<file path="src/rtl/trap_pkg.sv">
package trap_pkg;
  // status bit positions
  localparam int ST_IE  = 0;
  localparam int ST_EXL = 1;
  localparam int ST_ERL = 2;
  localparam int ST_BEV = 22;
  // cause bit positions
  localparam int CA_CODE_LO = 2;
  localparam int CA_CODE_HI = 6;
  localparam int CA_IV  = 23;
  localparam int CA_BD  = 31;

  localparam logic [31:0] STATUS_RST = 32'h0040_0000;
  localparam logic [31:0] EBASE_RST  = 32'h8000_0000;
  localparam logic [31:0] EBASE_MASK = 32'hFFFF_F000;
  localparam logic [31:0] BOOT_BASE  = 32'hBFC0_0200;

  localparam logic [31:0] OFS_REFILL = 32'h0000_0000;
  localparam logic [31:0] OFS_COMMON = 32'h0000_0180;
  localparam logic [31:0] OFS_IRQ    = 32'h0000_0200;

  localparam logic [4:0] CODE_INT  = 5'd0;
  localparam logic [4:0] CODE_TLBL = 5'd2;
  localparam logic [4:0] CODE_TLBS = 5'd3;

  typedef enum logic [2:0] {
    LD_STATUS = 3'd0,
    LD_CAUSE  = 3'd1,
    LD_EPC    = 3'd2,
    LD_ERREPC = 3'd3,
    LD_EBASE  = 3'd4
  } ld_sel_e;
endpackage

</file>
<file path="src/rtl/trap_vector_gen.sv">
module trap_vector_gen
  import trap_pkg::*;
#(
  parameter int XLEN   = 32,
  parameter int CODE_W = 5
) (
  input  logic [XLEN-1:0]   status,
  input  logic [XLEN-1:0]   cause,
  input  logic [XLEN-1:0]   ebase,
  input  logic [CODE_W-1:0] code,
  output logic [XLEN-1:0]   vector
);
  logic [XLEN-1:0] base;
  logic [XLEN-1:0] ofs;
  logic            first_level;
  logic            is_refill;
  logic            is_vec_irq;

  always_comb begin
    first_level = !status[ST_EXL];
    is_refill   = (code == CODE_W'(CODE_TLBL)) || (code == CODE_W'(CODE_TLBS));
    is_vec_irq  = (code == CODE_W'(CODE_INT)) && cause[CA_IV];
    base        = status[ST_BEV] ? XLEN'(BOOT_BASE) : ebase;
    if (first_level && is_refill)       ofs = XLEN'(OFS_REFILL);
    else if (first_level && is_vec_irq) ofs = XLEN'(OFS_IRQ);
    else                                ofs = XLEN'(OFS_COMMON);
    vector = base + ofs;
  end
endmodule

</file>
<file path="src/rtl/trap_return_sel.sv">
module trap_return_sel
  import trap_pkg::*;
#(
  parameter int XLEN = 32
) (
  input  logic [XLEN-1:0] status,
  input  logic [XLEN-1:0] epc,
  input  logic [XLEN-1:0] errorepc,
  output logic [XLEN-1:0] ret_pc,
  output logic            ret_isa,
  output logic            from_err
);
  logic [XLEN-1:0] target;

  always_comb begin
    from_err = status[ST_ERL];
    target   = from_err ? errorepc : epc;
    ret_isa  = target[0];
    ret_pc   = {target[XLEN-1:1], 1'b0};
  end
endmodule

</file>
<file path="src/rtl/trap_state_regs.sv">
module trap_state_regs
  import trap_pkg::*;
#(
  parameter int XLEN   = 32,
  parameter int CODE_W = 5,
  parameter int SEL_W  = 3
) (
  input  logic              clk,
  input  logic              rst_n,
  input  logic              take_exc,
  input  logic              take_ret,
  input  logic              ret_from_err,
  input  logic [CODE_W-1:0] code,
  input  logic              in_slot,
  input  logic [XLEN-1:0]   pc,
  input  logic              isa,
  input  logic              ld_en,
  input  logic [SEL_W-1:0]  ld_sel,
  input  logic [XLEN-1:0]   ld_data,
  output logic [XLEN-1:0]   status_q,
  output logic [XLEN-1:0]   cause_q,
  output logic [XLEN-1:0]   epc_q,
  output logic [XLEN-1:0]   errorepc_q,
  output logic [XLEN-1:0]   ebase_q
);
  logic            ld_ok;
  logic [XLEN-1:0] status_d, cause_d, epc_d, errorepc_d, ebase_d;

  assign ld_ok = ld_en && !take_exc && !take_ret;

  always_comb begin
    status_d   = status_q;
    cause_d    = cause_q;
    epc_d      = epc_q;
    errorepc_d = errorepc_q;
    ebase_d    = ebase_q;
    if (take_exc) begin
      if (!status_q[ST_EXL]) begin
        epc_d        = pc | XLEN'(isa);
        cause_d[CA_BD] = in_slot;
      end
      cause_d[CA_CODE_HI:CA_CODE_LO] = code;
      status_d[ST_EXL] = 1'b1;
      status_d[ST_ERL] = 1'b0;
    end else if (take_ret) begin
      if (ret_from_err) status_d[ST_ERL] = 1'b0;
      else              status_d[ST_EXL] = 1'b0;
    end else if (ld_ok) begin
      case (ld_sel_e'(ld_sel))
        LD_STATUS: status_d   = ld_data;
        LD_CAUSE:  cause_d[CA_IV] = ld_data[CA_IV];
        LD_EPC:    epc_d      = ld_data;
        LD_ERREPC: errorepc_d = ld_data;
        LD_EBASE:  ebase_d    = ld_data & XLEN'(EBASE_MASK);
        default:   ;
      endcase
    end
  end

  always_ff @(posedge clk or negedge rst_n) begin
    if (!rst_n) begin
      status_q   <= XLEN'(STATUS_RST);
      cause_q    <= '0;
      epc_q      <= '0;
      errorepc_q <= '0;
      ebase_q    <= XLEN'(EBASE_RST);
    end else begin
      status_q   <= status_d;
      cause_q    <= cause_d;
      epc_q      <= epc_d;
      errorepc_q <= errorepc_d;
      ebase_q    <= ebase_d;
    end
  end

  // entry leaves EXL set and ERL clear
  p_entry_levels_r5: assert property (@(posedge clk) disable iff (!rst_n)
    take_exc |=> (status_q[ST_EXL] && !status_q[ST_ERL]));
  // nested entry keeps save register and BD
  p_nested_frozen_r3: assert property (@(posedge clk) disable iff (!rst_n)
    (take_exc && status_q[ST_EXL]) |=>
      (epc_q == $past(epc_q) && cause_q[CA_BD] == $past(cause_q[CA_BD])));
  // code field follows the request
  p_code_loaded_r4: assert property (@(posedge clk) disable iff (!rst_n)
    take_exc |=> cause_q[CA_CODE_HI:CA_CODE_LO] == $past(code));
  // return from error level only touches ERL
  p_ret_err_r9: assert property (@(posedge clk) disable iff (!rst_n)
    (take_ret && ret_from_err) |=>
      (!status_q[ST_ERL] && status_q[ST_EXL] == $past(status_q[ST_EXL])));
  // low base bits stay zero
  p_ebase_low_r6: assert property (@(posedge clk) disable iff (!rst_n)
    ebase_q[11:0] == 12'h000);
endmodule

</file>
<file path="src/rtl/trap_sequencer.sv">
module trap_sequencer
  import trap_pkg::*;
#(
  parameter int XLEN   = 32,
  parameter int CODE_W = 5,
  parameter int SEL_W  = 3
) (
  input  logic              clk,
  input  logic              rst_n,
  input  logic [XLEN-1:0]   cur_pc,
  input  logic              cur_isa,
  input  logic              exc_valid,
  output logic              exc_ready,
  input  logic [CODE_W-1:0] exc_code,
  input  logic              exc_in_slot,
  input  logic              eret_valid,
  output logic              eret_ready,
  input  logic              ld_en,
  input  logic [SEL_W-1:0]  ld_sel,
  input  logic [XLEN-1:0]   ld_data,
  output logic              redir_valid,
  input  logic              redir_ready,
  output logic [XLEN-1:0]   redir_pc,
  output logic              redir_isa,
  output logic              ll_clear,
  output logic [XLEN-1:0]   status_q,
  output logic [XLEN-1:0]   cause_q,
  output logic [XLEN-1:0]   epc_q,
  output logic [XLEN-1:0]   errorepc_q,
  output logic [XLEN-1:0]   ebase_q
);
  logic            slot_free;
  logic            take_exc;
  logic            take_ret;
  logic [XLEN-1:0] vec_pc;
  logic [XLEN-1:0] ret_pc;
  logic            ret_isa;
  logic            ret_from_err;

  assign slot_free  = !redir_valid || redir_ready;
  assign exc_ready  = slot_free;
  assign eret_ready = slot_free;
  assign take_exc   = exc_valid && slot_free;
  assign take_ret   = eret_valid && slot_free && !exc_valid;

  trap_state_regs #(.XLEN(XLEN), .CODE_W(CODE_W), .SEL_W(SEL_W)) u_regs (
    .clk         (clk),
    .rst_n       (rst_n),
    .take_exc    (take_exc),
    .take_ret    (take_ret),
    .ret_from_err(ret_from_err),
    .code        (exc_code),
    .in_slot     (exc_in_slot),
    .pc          (cur_pc),
    .isa         (cur_isa),
    .ld_en       (ld_en),
    .ld_sel      (ld_sel),
    .ld_data     (ld_data),
    .status_q    (status_q),
    .cause_q     (cause_q),
    .epc_q       (epc_q),
    .errorepc_q  (errorepc_q),
    .ebase_q     (ebase_q)
  );

  trap_vector_gen #(.XLEN(XLEN), .CODE_W(CODE_W)) u_vec (
    .status(status_q),
    .cause (cause_q),
    .ebase (ebase_q),
    .code  (exc_code),
    .vector(vec_pc)
  );

  trap_return_sel #(.XLEN(XLEN)) u_ret (
    .status  (status_q),
    .epc     (epc_q),
    .errorepc(errorepc_q),
    .ret_pc  (ret_pc),
    .ret_isa (ret_isa),
    .from_err(ret_from_err)
  );

  always_ff @(posedge clk or negedge rst_n) begin
    if (!rst_n) begin
      redir_valid <= 1'b0;
      redir_pc    <= '0;
      redir_isa   <= 1'b0;
      ll_clear    <= 1'b0;
    end else begin
      ll_clear <= take_ret;
      if (take_exc) begin
        redir_valid <= 1'b1;
        redir_pc    <= vec_pc;
        redir_isa   <= 1'b0;
      end else if (take_ret) begin
        redir_valid <= 1'b1;
        redir_pc    <= ret_pc;
        redir_isa   <= ret_isa;
      end else if (redir_ready) begin
        redir_valid <= 1'b0;
      end
    end
  end

  // a stalled redirect holds
  p_redir_hold_r12: assert property (@(posedge clk) disable iff (!rst_n)
    (redir_valid && !redir_ready) |=>
      (redir_valid && $stable(redir_pc) && $stable(redir_isa)));
  // clear pulse only right after a taken return, together with redirect
  p_ll_pulse_r10: assert property (@(posedge clk) disable iff (!rst_n)
    ll_clear |-> (redir_valid && $past(eret_valid) && !$past(exc_valid)));
  // exception wins over a simultaneous return
  p_exc_wins_r11: assert property (@(posedge clk) disable iff (!rst_n)
    (exc_valid && eret_valid && slot_free) |=> (!ll_clear && !redir_isa));
  // redirected PC is halfword aligned on returns
  p_ret_align_r10: assert property (@(posedge clk) disable iff (!rst_n)
    ll_clear |-> !redir_pc[0]);
endmodule

</file>
<file path="config.mk">
export PLATFORM = sky130hd
export DESIGN_NAME = trap_sequencer
export DESIGN_NICKNAME = d
export VERILOG_FILES = /design/src/rtl/trap_pkg.sv /design/src/rtl/trap_vector_gen.sv /design/src/rtl/trap_return_sel.sv /design/src/rtl/trap_state_regs.sv /design/src/rtl/trap_sequencer.sv
export SDC_FILE = /design/constraint.sdc
export NUM_CORES = 1
export LEC_CHECK = 0
export BUFFER_PORTS_ARGS = -buffer_cell sky130_fd_sc_hd__buf_2
export CORE_AREA = 2 2 166 136
export CTS_BUF_LIST = sky130_fd_sc_hd__clkbuf_4 sky130_fd_sc_hd__clkbuf_8
export DETAILED_ROUTE_END_ITERATION = 12
export DIE_AREA = 0 0 168 138
export GPL_TIMING_DRIVEN = 1
export PLACE_DENSITY = 0.57
export REMOVE_ABC_BUFFERS = 1
export SLEW_MARGIN = 20
export SYNTH_ARGS = -nofsm -noshare
export SYNTH_HDL_FRONTEND = slang
export SYNTH_SLANG_ARGS = --single-unit
</file>
<file path="constraint.sdc">
create_clock -name clk -period 2.4 [get_ports clk]
set_clock_uncertainty 0.15 [all_clocks]
set_input_delay 0.48 -clock clk [delete_from_list [all_inputs] [get_ports clk]]
set_output_delay 0.48 -clock clk [all_outputs]
set_load 0.005 [all_outputs]
</file>
==> impl_results.md, run 1 <==
* Synth async-reset ratio at 100.0%
* Largest area contributor in the netlist: dfrtp_1
* First-pass GRT wire length at 30.18 mm
* Site Rows at 49
* Antenna Violating Nets Remaining at 0
* Worst setup margin at 414.5 ps
* Number of synthesized flops with an enable pin at 0
* M1 WL at 8.851 mm
* Synth-to-Final Area Change at 24.52%
* GRT Residual Overflow at 0
* CTS resizes at 0
* Post-Synthesis Cell Area at 7221 um^2
* Total wire length at 19.69 mm
* CTS Hold Bufs at 1
* Syn avg cell area at 13.62 um^2
* DR DRC count at 0
* GRT Resource Usage Total at 16.99%
* Sequential area share after synthesis at 54.44%
* Worst-skew pair later-pin latency at 450 ps
* Final Max Slew Viols at 0
* Leak Pwr at 4.338 nW
* Nets at 861
* Final min period at 1985 ps
* Die width at 168 um
* Sink Count at 157
* Largest net degree at the start of global routing at 53
* PortBufs at 238
* 1st-iter DRT viols at 197
* Worst slack at placement at 245.0 ps
* Largest cells by area after synthesis: dfrtp_1 54%, mux2_2 19%, mux2_1 4.7%
* Final setup viols at 0
* Detailed-route wire length per cell at 18.35 um
* Worst path slowest cell: dfrtp_2
* MaxCap Viol Count at 0
* WL met2 at 8.942 mm
* Post-synthesis adder-cell area fraction at 0.1733%
* Vias per cell at 4.739
* Setup_tns at 0 ps
* DP HPWL at 13.99 mm
* Vias at 5,085
* Synth warnings at 0
* Hold Crit Class: input pin to flop
* Xor and xnor area share after synthesis at 0%
* I/O Pins at 277
* Fin. Hold Viols at 0
* RSZ-0062 raised after global routing: false
* Power Density at 860.3 nW/um^2
* Synth Register Bits at 157
* Drt pass-1 iters at 4
* Post-synth top flop: dfrtp_1
* Cell Area, Placed at 8622 um^2
* Bufs on Longest Clock Path at 2
* VDD IR max at 380.0 uV
* WL met3 at 1.718 mm
* Die Y at 138 um
* Peak Freq at 503.7 MHz
* Final Power at 7.735 mW
* Post-route cell area at 8991 um^2
* Multiplexer area fraction after synthesis at 27.71%
* Capturing element type of the critical path: primary output
* Worst Path Class, Setup: flop to primary output
* Critical Path AT at 1360 ps
* Post-synth top area share at 53.72%
* Synthesized-area fraction occupied by and/or/nand/nor cells at 5.008%
* Critical Path Source Type: flop
* Compound-cell area share of the yosys netlist at 5.268%
* Die area at 23,180 um^2
* Slowest stage delay, CP at 520 ps
* CP cell instances: buf_12, buf_2
* CP required at 1770 ps
* Final period utilization at 82.73%
* Largest family of logic cells by synthesized area: multiplexers
* Inserted Clock Buffers at 17
* CP max FO at 19
* Core Util, Final at 41.31%
* Initial cell density of the core at 33.18%
* Post-synthesis cell type count at 41
* Worst slew pin tran at 863.1 ps
* H-tree Lvls at 4
* Final GP Congestion at 0.7327
* Root Driver: clkbuf_8
* Core ar. at 21,760 um^2
* Top Layer Used: met5
* Cells after Synth at 530
* TritonCTS clock tree: yes
* Initial antenna violation count at 2
* Vias in the first global route at 5,154
* Reg clk slew, reported paths at 80 ps
* Post-CTS Setup Inserts at 0
* Outcome: complete, no violations
* Slew Limit Headroom at 42.25%
* Share of layout cells above drive strength 1 at 54.42%
critical path: cells and delay by family, from the launching register on:
| family | cells | cell delay, ps |
|---|---|---|
| buffers and inverters | 2 | 380 |
| DFF | 1 | 520 |
sequential cells by signal, summed over array words and instances (netlist names):
register	flops
redir_pc	31
u_regs.epc_q	32
u_regs.ebase_q	20
redir_isa	1
u_regs.errorepc_q	32
ll_clear	1
redir_valid	1
u_regs.cause_q	7
u_regs.status_q	32
path summary, 6_finish.rpt:
kind | start | end | slack, ps | cells past startpoint
setup reg to reg | redir_valid | redir_pc[14] | 440 | 5
hold / removal | exc_code[3] | u_regs.cause_q[5] | 90 | 3
setup / recovery | u_regs.status_q[2] | status_q[2] | 410 | 2
min in group asynchronous | rst_n | u_regs.epc_q[4] | 400 | 2
max in group asynchronous | rst_n | u_regs.status_q[22] | 990 | 3
hold reg to reg | u_regs.cause_q[5] | u_regs.cause_q[5] | 330 | 2
placed cells by master, fill, tap and decap left out, types with 9 or more instances in the layout:
cell,netlist,final
a221o_1,11,11
clkbuf_8,0,18
o21ai_0,20,20
conb_1,1,38
nand2_1,33,33
dfrtp_1,155,154
buf_2,11,237
mux2_2,121,121
mux2_1,30,30
o211ai_1,9,9
mux2i_1,30,30
buf_4,41,20
nor2_1,18,18
final cells by class:
type	count	area, um^2
fill	2100	12770
sequential	157	3933
multi-input combinational	338	2898
timing repair buffer	263	1438
tap	280	350.3
clock buffer	18	247.7
clock inverter	13	108.9
inverter	3	13.76
antenna	1	2.502
metal layers:
metal | vias up | GRT usage [%]
met3 | 11 | 6.785
met4 | 2 | 3.844
met2 | 197 | 26.75
li1 | 2302 | -
met5 | - | 0
met1 | 2573 | 22.09
per-stage QoR:
stage / std cells / hold WS [ps]
after global placement: 1040 / 304.4
after detailed placement: 1040 / 308.9
after floorplan: 498 / 34.41
after global routing: 1072 / 70.89
after CTS: 1072 / 57.96
final: 1073 / 94.84
synth_stat cells (2+ instances only):
library cell	n
a21oi_1	4
a221o_1	11
buf_2	11
buf_4	41
buf_6	12
clkbuf_1	4
dfrtp_1	155
dfstp_2	2
inv_1	2
mux2_1	30
mux2_2	121
mux2i_1	30
nand2_1	33
nor2_1	18
o211ai_1	9
o21ai_0	20
o21ai_4	2
o221a_2	2
power breakdown:
part | internal, mW | switching [mW] | leakage (nW)
sequential | 3.34 | 0.481 | 1.91
clock | 0.765 | 1.10 | 0.180
combinational | 1.15 | 0.897 | 2.25
total | 5.25 | 2.48 | 4.34
cells by family after synthesis:
| logic type | after synthesis |
|---|---|
| other cells | 1 |
| buf+inv | 72 |
| flops | 157 |
| mux | 181 |
| compound gates | 50 |
| simple gates | 68 |
| fa+ha+maj | 1 |
Power figures use the tool's default switching activity.
==> run 2, diff against run 1 <==
Settings changed: PLACE_DENSITY 0.57 to 0.6.
Clock period 2.4 ns to 1.6 ns, I/O delays scaled along.
==> run 2 against run 1 <==
  * The run now ends with negative setup slack left
  * Sequential power rose by 51%
  * Cell count rose by 9.1%
  * Core utilization rose by 7.9 points
  * Via count rose by 8.1%
  * Die area did not move
  * Design area rose by 19%
  * Hold slack got worse by 21 ps
  * Critical path depth rose by 5
  * Wire length rose by 17%
  * Clock-buffer cell count rose by 1
  * Critical path type is now flop to flop
  * Largest cell class unchanged
  * Highest routed layer is now met4
==> impl_results.md, run 2 (same netlist as run 1, synthesis figures left out) <==
* Capturing element type of the critical path: flop
* Vias in the first global route at 5,677
* Worst Path Class, Setup: flop to flop
* Fin. Hold Viols at 0
* Reg2Reg Depth at 7
* MaxCap Viol Count at 0
* Leak Pwr at 5.360 nW
* Sw power at 3.927 mW
* Bufs on Longest Clock Path at 2
* Outcome: complete, but fails checks
* CP cell instances: nor2b_4, buf_4, o21ai_4, buf_12, buf_12, buf_12, mux2_2
* H-tree Lvls at 4
* Drt pass-1 iters at 4
* Setup_tns at -24,190 ps
* Final Max Slew Viols at 0
* Sink Count at 157
* 1st-iter DRT viols at 284
* GRT Resource Usage Total at 18.89%
* Reg power frac at 46.3%
* Violated checks: negative setup slack
* Final period utilization at 114.4%
* Logic pwr share at 32.3%
* DR DRC count at 0
* I/O Pins at 277
* DP HPWL at 15.07 mm
* Peak Freq at 546.5 MHz
* CP required at 1790 ps
* GRT Residual Overflow at 0
* Clock power frac at 21.4%
* Synth-to-Final Area Change at 48.41%
* Reg-to-Reg Start: redir_valid
* Non-filler cells, final at 1,171
* Area of the multi-input gates at 3363 um^2
* Vias per cell at 4.694
* CP max FO at 7
* Die area at 23,180 um^2
* Antenna Violating Nets Remaining at 0
* Nets at 958
* Worst setup margin at -229.7 ps
* First-pass GRT wire length at 33.53 mm
* Die width at 168 um
* Power Density at 1164 nW/um^2
* Most frequent cells in the layout: 232 x buf_2, 154 x dfrtp_1, 79 x mux2_4
* Final setup viols at 154
* Fillers at 1,962
* Most common cell after layout, fill and taps aside: buf_2
* Final min period at 1830 ps
* Worst path slowest cell: dfrtp_1
* Largest net degree at the start of global routing at 46
* Net Sw Frac at 31.47%
* Min-delay src: eret_valid
* Vias at 5,497
* Inserted Clock Buffers at 17
* R2R setup slack at -230 ps
* Initial cell density of the core at 33.18%
* Detailed-route wire length per cell at 19.68 um
* RSZ-0062 raised after global routing: true
* RR Endpoint: u_regs.status_q[21]
* Worst-skew pair later-pin latency at 450 ps
* Site Rows at 49
* Hold Path End: redir_valid
* Final GP Congestion at 0.7641
* VDD IR max at 541.0 uV
* Initial antenna violation count at 2
* PortBufs at 238
* Register area at 3933 um^2
* Die Y at 138 um
* Share of layout cells above drive strength 1 at 61.57%
* Placed cells at 1,071
* Slowest stage delay, CP at 390 ps
* Core ar. at 21,760 um^2
* Internal at 8.550 mW
* Critical Path Source Type: flop
* Hold depth at 3
* Reg clk slew, reported paths at 90 ps
* Hold Crit Class: input pin to flop
* Total wire length at 23.05 mm
* Critical Path AT at 2020 ps
* TritonCTS clock tree: yes
* Largest regs: u_regs.epc_q: 32 flops, u_regs.errorepc_q: 32 flops, u_regs.status_q: 32 flops
* Root Driver: clkbuf_8
* Cell repeated most along the worst path: buf_12
-- run 2: cell types whose count changed in the layout (fill, tap and decap cells not counted), sizes merged --
cell	before	now
buf	262	318
clkinvlp	2	3
clkbuf	18	23
dlygate4sd3	1	38
inv	9	4
clkinv	5	9
-- run 2: worst max-delay path by stage --
| stage | startpoint | endpoint | cells past startpoint |
|---|---|---|---|
| after CTS | redir_valid | u_regs.ebase_q[27] | 8 |
| after global placement | exc_code[4] | redir_pc[9] | 6 |
| after global routing | redir_valid | u_regs.epc_q[2] | 7 |
| final | redir_valid | u_regs.status_q[21] | 7 |
| after detailed placement | exc_code[4] | redir_pc[9] | 6 |
| after floorplan | redir_valid | u_regs.ebase_q[12] | 5 |
-- run 2: final cells by class --
| type | instances | share of cell area [%] |
|---|---|---|
| sequential | 157 | 36.70 |
| multi-input combinational | 338 | 31.38 |
| timing repair buffer | 360 | 25.29 |
| tap | 280 | 3.269 |
| clock buffer | 19 | 2.323 |
| clock inverter | 13 | 0.8873 |
| inverter | 3 | 0.1284 |
| antenna | 1 | 0.02335 |
-- run 2: power groups by stage --
stage	clock, mW	combinational (mW)	sequential, mW
after detailed placement	0	3.25	5.78
after floorplan	0	1.29	5.81
after CTS	2.78	3.68	5.73
final	2.67	4.03	5.77
after global routing	2.95	4.35	5.91
after global placement	0	3.21	5.76
-- run 2: metal layers --
layer / track usage, % / wire length (um)
met1: 25.23 / 10630
met2: 30.25 / 10760
met5: 0 / 0
met3: 6.127 / 1458
met4: 3.799 / 200
-- run 2: timing repair --
action | CTS | global route
cloned | 4 | 4
setup buffers | 15 | 8
endpoints found under the setup margin | 155 | 160
resized for setup | 87 | 97
pin swaps | 13 | 26
hold buffers | 37 | 1
hold endpoints to repair | 117 | 1
-- run 2: through the flow --
step / hold WS (ps) / utilization [%] / worst slack [ps] / total power, mW / area (um^2)
floorplan: -125.6 / - / -799.1 / 7.101 / 6843
global placement: 147.4 / 41.26 / -383.2 / 8.968 / 8980
detailed placement: 147.2 / 41.26 / -409.1 / 9.034 / 8980
CTS: 3.941 / 47.06 / -217.0 / 12.19 / 10240
global route: 29.54 / 49.24 / -280.8 / 13.21 / 10720
finish: 73.99 / 49.24 / -229.7 / 12.48 / 10720
-- run 2: worst max-delay path, delay by kind of cell, from the launching register on --
| kind | cells | cell delay [ps] |
|---|---|---|
| and+or+nand+nor | 1 | 140 |
| AOI/OAI and AO/OA | 1 | 160 |
| buffers and inverters | 4 | 540 |
| muxes | 1 | 330 |
| DFF | 1 | 390 |
==> run 3, diff against run 2 <==
Settings changed: CORE_AREA 2 2 166 136 to 2 2 149 151, DIE_AREA 0 0 168 138 to 0 0 151 153, SKIP_CTS_REPAIR_TIMING set to 1.
==> run 3 against run 2 <==
  * The run still ends with negative setup slack left
  * Global-route usage is 1.2 points lower
  * Largest power group unchanged
  * Wire length is 6.8% lower
  * Sequential cell count stayed put
  * Design area is 3.9% lower
==> impl_results.md, run 3 (same netlist as run 1, synthesis figures left out) <==
* Outcome: complete, but fails checks
* Violated checks: negative setup slack
* Antenna Violating Nets Remaining at 0
* GRT Residual Overflow at 0
* Final GP Congestion at 0.7181
* Power Density at 1210 nW/um^2
* Fin. Hold Viols at 0
* Top Layer Used: met4
* M1 WL at 9.743 mm
* Root Driver: clkbuf_8
* Capturing element type of the critical path: flop
* Worst slack at placement at -431.4 ps
* Nets at 945
* Area of the multi-input gates at 3088 um^2
* Sink Count at 157
* Final Power at 12.47 mW
* Share of layout cells above drive strength 1 at 59.29%
* RSZ-0062 raised after global routing: true
* Die Y at 153 um
* R2R setup slack at -280 ps
* Bufs on Longest Clock Path at 2
* 1st-iter DRT viols at 168
* Worst-skew pair later-pin latency at 440 ps
* I/O Pins at 277
* Initial cell density of the core at 33.61%
* Reg clk slew, reported paths at 80 ps
* VDD IR max at 537.6 uV
* Worst Path Class, Setup: flop to flop
* Critical Path AT at 2050 ps
* Final min period at 1876 ps
* Leak Pwr at 5.069 nW
* Final period utilization at 117.3%
* Final Max Slew Viols at 0
* CP max FO at 10
* Total wire length at 21.49 mm
* Most common cell after layout, fill and taps aside: buf_2
* Site Rows at 54
* Fillers at 1,983
* Largest net degree at the start of global routing at 38
* Hold Path End: u_regs.errorepc_q[19]
* WL met2 at 10.20 mm
* Peak Freq at 533.0 MHz
* CP required at 1770 ps
* Cell Area, Placed at 9022 um^2
* Min-delay src: ld_data[19]
* TritonCTS clock tree: yes
* H-tree Lvls at 4
* DR DRC count at 0
* Post-route cell area at 10,300 um^2
* Drt pass-1 iters at 4
* Worst setup margin at -276.3 ps
* Reg-to-Reg Start: redir_valid
* Critical Path Source Type: flop
* Largest regs: u_regs.epc_q: 32 flops, u_regs.errorepc_q: 32 flops, u_regs.status_q: 32 flops
* Reg2Reg Depth at 7
* GRT Resource Usage Total at 17.73%
* Core ar. at 21,490 um^2
* Register area at 3933 um^2
* N_diodes at 0
* Final setup viols at 155
* Initial antenna violation count at 0
* Vias at 5,387
* Die area at 23,100 um^2
* WL met3 at 1.345 mm
* Vias in the first global route at 5,344
* Detailed-route wire length per cell at 18.57 um
* PortBufs at 238
* Hold depth at 2
* Synth-to-Final Area Change at 42.70%
* Hold Crit Class: input pin to flop
* Non-filler cells, final at 1,157
* Most frequent cells in the layout: 234 x buf_2, 154 x dfrtp_1, 115 x mux2_2
* Inserted Clock Buffers at 17
* DP HPWL at 14.49 mm
* Placed cells at 1,070
* RR Endpoint: u_regs.errorepc_q[1]
* Core Util, Final at 47.96%
* MaxCap Viol Count at 0
* Die width at 151 um
* First-pass GRT wire length at 31.24 mm
* Vias per cell at 4.656
## run 3: cell count changes in the layout (fill, tap and decap cells not counted), moves of 3 or more
cell / change
mux2_2: +48
buf_6: -9
clkinv_4: -3
o21ai_1: +4
buf_8: -3
nand2_1: +3
bufinv_16: +3
mux2_4: -50
nor2_1: +3
buf_12: -3
o21ai_0: +3
o21ai_2: -7
## run 3: metal layers
metal / up-vias / GRT usage (%)
met5: - / 0
met4: 0 / 4.183
met3: 11 / 4.716
met2: 192 / 28.44
met1: 2699 / 23.97
li1: 2485 / -
## run 3: critical path: stages (launching register included)
cell,delay (ps)
dfrtp_1,390
nor2b_4,210
inv_4,60
buf_4,140
o21ai_4,80
nand4_4,170
clkbuf_16,240
mux2_1,310
## run 3: report_power, final
part	leakage (nW)	switching, mW	internal, mW	total [mW]
Clock	0.208	1.57	1.59	3.16
Sequential	1.91	0.707	5.01	5.72
Combinational	2.95	1.47	2.11	3.58
## run 3: metrics by stage
| stage | hold slack, ps | TNS (ps) |
|---|---|---|
| floorplan | -125.6 | -70950 |
| global placement | 115.8 | -22350 |
| detailed placement | 115.3 | -25060 |
| CTS | -383.7 | -24460 |
| global route | 0.5541 | -39540 |
| finish | 27.72 | -29060 |
## run 3: cell type report
cell class | instances | area share (%)
tap | 280 | 3.400
inverter | 3 | 0.1336
multi-input combinational | 338 | 29.97
clock inverter | 13 | 1.591
timing repair buffer | 347 | 24.32
sequential | 157 | 38.17
clock buffer | 19 | 2.417
## run 3: how the worst max path moves through the flow
stage	slack, ps	end	startpoint	cells after the start
final	-280	u_regs.errorepc_q[1]	redir_valid	7
after CTS	-290	eret_ready	redir_valid	4
after floorplan	-800	u_regs.ebase_q[12]	redir_valid	5
after detailed placement	-430	redir_pc[9]	exc_code[4]	6
after global routing	-340	u_regs.errorepc_q[1]	redir_valid	7
after global placement	-420	redir_pc[9]	exc_code[4]	6
